File: src/rtl/fts_pkg.sv
package fts_pkg;

    localparam int unsigned FTS_THREADS_DEF = 4;
    localparam int unsigned FTS_PENALTY_DEF = 3;

    typedef enum logic {
        MISS_CLEAR   = 1'b0,
        MISS_PENDING = 1'b1
    } miss_state_e;

endpackage

File: src/rtl/thread_stall_track.sv
module thread_stall_track
    import fts_pkg::*;
#(
    parameter int unsigned PENALTY = FTS_PENALTY_DEF,
    localparam int unsigned CW     = $clog2(PENALTY + 1)
) (
    input  logic clk,
    input  logic rst_n,
    input  logic lb_hit,
    input  logic miss_start,
    input  logic miss_done,
    output logic ready
);

    typedef struct packed {
        logic [CW-1:0] cnt;
        miss_state_e   miss;
    } trk_t;

    trk_t st_d, st_q;

    always_comb begin
        st_d = st_q;
        if (lb_hit) begin
            st_d.cnt = CW'(PENALTY);
        end else if (st_q.cnt != '0) begin
            st_d.cnt = st_q.cnt - 1'b1;
        end
        if (miss_start) begin
            st_d.miss = MISS_PENDING;
        end else if (miss_done) begin
            st_d.miss = MISS_CLEAR;
        end
    end

    always_ff @(posedge clk or negedge rst_n) begin
        if (!rst_n) begin
            st_q <= '{cnt: '0, miss: MISS_CLEAR};
        end else begin
            st_q <= st_d;
        end
    end

    assign ready = (st_q.cnt == '0) && (st_q.miss == MISS_CLEAR);


    miss_block_chk: assert property (@(posedge clk) disable iff (!rst_n)
        miss_start |=> !ready);


    lb_block_chk: assert property (@(posedge clk) disable iff (!rst_n)
        lb_hit |=> !ready);


    miss_hold_chk: assert property (@(posedge clk) disable iff (!rst_n)
        (st_q.miss == MISS_PENDING && !miss_done) |=> !ready);


    cnt_range_chk: assert property (@(posedge clk) disable iff (!rst_n)
        st_q.cnt <= CW'(PENALTY));

endmodule

File: src/rtl/rr_pick.sv
module rr_pick #(
    parameter int unsigned N = 4,
    localparam int unsigned IW = (N > 1) ? $clog2(N) : 1
) (
    input  logic [N-1:0]  req,
    input  logic [IW-1:0] last_idx,
    output logic          gnt_valid,
    output logic [IW-1:0] gnt_idx
);

    always_comb begin
        gnt_valid = 1'b0;
        gnt_idx   = '0;
        for (int k = N; k >= 1; k--) begin
            int cand;
            cand = (int'(last_idx) + k) % N;
            if (req[cand]) begin
                gnt_valid = 1'b1;
                gnt_idx   = IW'(cand);
            end
        end
    end

endmodule

File: src/rtl/fine_thread_sel.sv
module fine_thread_sel
    import fts_pkg::*;
#(
    parameter int unsigned NUM_THREADS = FTS_THREADS_DEF,
    parameter int unsigned PENALTY     = FTS_PENALTY_DEF,
    localparam int unsigned TW         = (NUM_THREADS > 1) ? $clog2(NUM_THREADS) : 1
) (
    input  logic                   clk,
    input  logic                   rst_n,
    input  logic [NUM_THREADS-1:0] inst_avail,
    input  logic                   issue_is_lb,
    input  logic [NUM_THREADS-1:0] miss_start,
    input  logic [NUM_THREADS-1:0] miss_done,
    output logic                   issue_valid,
    output logic [TW-1:0]          issue_tid
);

    typedef struct packed {
        logic [TW-1:0] last;
    } sel_t;

    sel_t st_d, st_q;

    logic [NUM_THREADS-1:0] ready_vec;
    logic [NUM_THREADS-1:0] elig_vec;
    logic                   pick_valid;
    logic [TW-1:0]          pick_idx;

    assign elig_vec = ready_vec & inst_avail;

    rr_pick #(.N(NUM_THREADS)) u_pick (
        .req       (elig_vec),
        .last_idx  (st_q.last),
        .gnt_valid (pick_valid),
        .gnt_idx   (pick_idx)
    );

    assign issue_valid = rst_n & pick_valid;
    assign issue_tid   = issue_valid ? pick_idx : '0;

    generate
        for (genvar t = 0; t < NUM_THREADS; t++) begin : g_trk
            logic lb_hit_t;
            assign lb_hit_t = issue_valid && issue_is_lb && (issue_tid == TW'(t));
            thread_stall_track #(.PENALTY(PENALTY)) u_trk (
                .clk        (clk),
                .rst_n      (rst_n),
                .lb_hit     (lb_hit_t),
                .miss_start (miss_start[t]),
                .miss_done  (miss_done[t]),
                .ready      (ready_vec[t])
            );
        end
    endgenerate

    always_comb begin
        st_d = st_q;
        if (issue_valid) begin
            st_d.last = issue_tid;
        end
    end

    always_ff @(posedge clk or negedge rst_n) begin
        if (!rst_n) begin
            st_q.last <= TW'(NUM_THREADS - 1);
        end else begin
            st_q <= st_d;
        end
    end


    issue_avail_chk: assert property (@(posedge clk) disable iff (!rst_n)
        issue_valid |-> (inst_avail[issue_tid] && ready_vec[issue_tid]));


    bubble_only_chk: assert property (@(posedge clk) disable iff (!rst_n)
        !issue_valid |-> ((ready_vec & inst_avail) == '0));


    lb_switch_chk: assert property (@(posedge clk) disable iff (!rst_n)
        ($past(issue_valid && issue_is_lb) && issue_valid) |-> (issue_tid != $past(issue_tid)));


    bubble_tid_chk: assert property (@(posedge clk) disable iff (!rst_n)
        !issue_valid |-> (issue_tid == '0));


    ptr_hold_chk: assert property (@(posedge clk) disable iff (!rst_n)
        !issue_valid |=> $stable(st_q.last));

endmodule

File: config.mk
export PLATFORM = sky130hd
export DESIGN_NAME = fine_thread_sel
export DESIGN_NICKNAME = d
export VERILOG_FILES = /design/src/rtl/fts_pkg.sv /design/src/rtl/thread_stall_track.sv /design/src/rtl/rr_pick.sv /design/src/rtl/fine_thread_sel.sv
export SDC_FILE = /design/constraint.sdc
export NUM_CORES = 1
export LEC_CHECK = 0
export BUFFER_PORTS_ARGS = -buffer_cell sky130_fd_sc_hd__buf_4
export CORE_ASPECT_RATIO = 1.1
export CORE_UTILIZATION = 40
export CTS_CLUSTER_DIAMETER = 40
export DETAILED_ROUTE_END_ITERATION = 8
export SLEW_MARGIN = 20
export SYNTH_ARGS = -nofsm -noshare
export SYNTH_HDL_FRONTEND = slang
export SYNTH_SLANG_ARGS = --single-unit
File: constraint.sdc
create_clock -name clk -period 2.6 [get_ports clk]
set_input_delay 0.78 -clock clk [delete_from_list [all_inputs] [get_ports clk]]
set_output_delay 0.78 -clock clk [all_outputs]
set_load 0.05 [all_outputs]
==> flow_metrics.env <==
export IMPL_status="finished clean"
export IMPL_wl_per_cell_um=12.99
export IMPL_final_common_cell="buf_4"
export IMPL_ir_drop_mv=0.6030
export IMPL_finalWeightedCongestion=0.7233
export IMPL_die_w_um=45.36
export IMPL_synth_enable_flop_cells=0
export IMPL_nNetsFinal=130
export IMPL_yosys_warnings=0
export IMPL_relSlewSlack=0.7177
export IMPL_synth_distinct_cells=30
export IMPL_crit_arrival_ns=1.81
export IMPL_setup_viol=0
export IMPL_initial_core_util=0.4442
export IMPL_die_h_um=49.69
export IMPL_synthCells=78
export IMPL_cts_hold_buf=0
export IMPL_critPathKind="flop to output pin"
export IMPL_grt_pass1_wl_um=2746
export IMPL_htreeDepth=1
export IMPL_worst_ep_required_time_ns=1.82
export IMPL_fillCellCount=181
export IMPL_power_total_mw=1.190
export IMPL_cts_tree="built"
export IMPL_multi_input_area_um2=480.5
export IMPL_syn_area_um2=827.0
export IMPL_ios=18
export IMPL_rr_worst_depth=7
export IMPL_r2r_setup_slack_ns=0.80
export IMPL_power_density_nw_per_um2=1014
export IMPL_vias_per_cell=5.073
export IMPL_clk_pin_slew_ns=0.10
export IMPL_async_reset_ff_frac=1.000
export IMPL_skew_ns=0.01241
export IMPL_critPathLaunch="g_trk[0].u_trk.st_q[1]"
export IMPL_seq_area_um2=352.8
export IMPL_pre_cts_ws_ns=0.03500
export IMPL_start_kind="flop"
export IMPL_ys_ff_latch=14
export IMPL_antenna_found_initial=0
export IMPL_worst_slew_pin_slew_ns=0.4230
export IMPL_drt_iter0_drc=8
export IMPL_worstHoldPathType="input port to asynchronous set/reset pin"
export IMPL_layout_common_cells="26 x buf_4, 12 x dfrtp_1, 10 x inv_1, 6 x nand2_1"
export IMPL_drc=0
export IMPL_clkSinkCount=14
export IMPL_rows=16
export IMPL_cts_buffers=3
export IMPL_clk_latency_ns=0.29
export IMPL_maxCapViolCount=0
export IMPL_dpl_hpwl_um=1236
export IMPL_dieArea_um2=2254
export IMPL_critical_path_reg2reg_startpoint="g_trk[2].u_trk.st_q[1]"
export IMPL_path_max_fanout=5
export IMPL_dr_pass1_iters=4
export IMPL_drtAntennaViolNets=0
export IMPL_synth_flop_cell="dfrtp_1"
export IMPL_r2r_end="st_q[0]"
export IMPL_post_route_util=0.6304
export IMPL_slew_violations=0
export IMPL_rsz0062_at_grt="yes"
export IMPL_portBuffers=17
export IMPL_ys_seq_area_frac=0.4266
export IMPL_grt_max_degree=20
export IMPL_grt_pass1_vias=671
export IMPL_finalHoldViolCount=0
export IMPL_fin_ws_ns=0.008443
export IMPL_fmax_mhz=385.9
export IMPL_antenna_diode_count=0
export IMPL_grt_usage=0.1702
export IMPL_endpoint="issue_tid[0]"
export IMPL_fin_crit_sh=0.9968
export IMPL_avgSynthCellArea_um2=10.60
export IMPL_drt_wl_total_um=1779
export IMPL_p_leak_nw=0.5614
export IMPL_num_vias=695
export IMPL_end_kind="output pin"
export IMPL_cts_root_buf="clkbuf_4"
export IMPL_clockBufferDepth=2
export IMPL_gr_total_overflow=0
export IMPL_syn_nets=97
export IMPL_min_period_ns=2.592
export IMPL_core_um2=1862
export IMPL_area_growth_pct=41.91
export IMPL_final_layout_size_suffix_gt1_frac=0.4909
[state kept, by name (all words and copies together), names as in the netlist]
name,count
st_q,2
g_trk.u_trk.st_q,12
[worst min-delay path by stage]
stage	from	endpoint	slack, ns
global route	rst_n	g_trk[3].u_trk.st_q[0]	0.34
floorplan	g_trk[2].u_trk.st_q[0]	g_trk[2].u_trk.st_q[0]	0.44
global placement	g_trk[3].u_trk.st_q[0]	g_trk[3].u_trk.st_q[0]	0.46
CTS	rst_n	g_trk[1].u_trk.st_q[2]	0.34
finish	rst_n	g_trk[1].u_trk.st_q[1]	0.34
detailed placement	g_trk[2].u_trk.st_q[0]	g_trk[2].u_trk.st_q[0]	0.47
[kinds of logic after synthesis]
logic type                 after synthesis  synth area share
DFF                                     14            0.4266
xor gates and xnor gates                 4           0.04236
muxes                                    2           0.02723
buffers and inverters                   13           0.05901
AOI/OAI and AO/OA                       20            0.2178
and+or+nand+nor                         21            0.1664
adders and majority gates                4           0.06052
[synthesized netlist by cell type, types with 3 or more instances]
library cell / instances / area (um^2)
ha_1: 4 / 50.05
inv_1: 13 / 48.80
xor2_1: 4 / 35.03
dfrtp_1: 12 / 300.3
nand2_1: 7 / 26.28
a21o_1: 4 / 30.03
o21ai_1: 4 / 20.02
o221ai_1: 3 / 26.28
[critical path: stages, from the launching register on]
cell	delay [ns]
dfrtp_1	0.41
inv_2	0.07
ha_4	0.16
nand3b_1	0.15
a22oi_2	0.26
o2111a_2	0.28
nor2_4	0.04
buf_8	0.15
[stage by stage]
stage	hold WS (ns)	cells	TNS, ns	area [um^2]
floorplan	0.4421	78	0	829.5
detailed placement	0.4659	124	0	1006
global route	0.3356	137	-0.2072	1174
global placement	0.4562	124	0	1006
finish	0.3404	137	0	1174
CTS	0.3423	130	-0.005001	1092
[layer usage]
metal,vias to the layer above,global-route usage,part of all wire
li1,347,-,-
met1,326,0.1968,0.42
met2,19,0.2850,0.53
met3,3,0.06593,0.047
met4,0,0.04545,0.0073
met5,-,0,0
[repair_timing]
action | 4_1_cts | 5_1_grt
resized for setup | 10 | 6
setup endpoints to repair | 3 | 3
buffers inserted | 2 | 7
pin swaps | 2 | 6
[cell type report]
| class | instances | area share |
|---|---|---|
| flip-flops and latches | 14 | 0.3006 |
| well taps | 27 | 0.02878 |
| inverters | 13 | 0.04158 |
| multi-input cells | 51 | 0.4094 |
| clock buffers | 4 | 0.03092 |
| repair buffers | 28 | 0.1887 |
[power by group]
| group | leakage [nW] | internal (mW) | total [mW] | switching [mW] |
|---|---|---|---|---|
| sequential | 0.158 | 0.318 | 0.376 | 0.0585 |
| combinational | 0.383 | 0.356 | 0.651 | 0.295 |
| clock | 0.0210 | 0.0854 | 0.163 | 0.0775 |
| total | 0.561 | 0.759 | 1.19 | 0.431 |
Note: power is estimated with default switching activity, not from simulation.
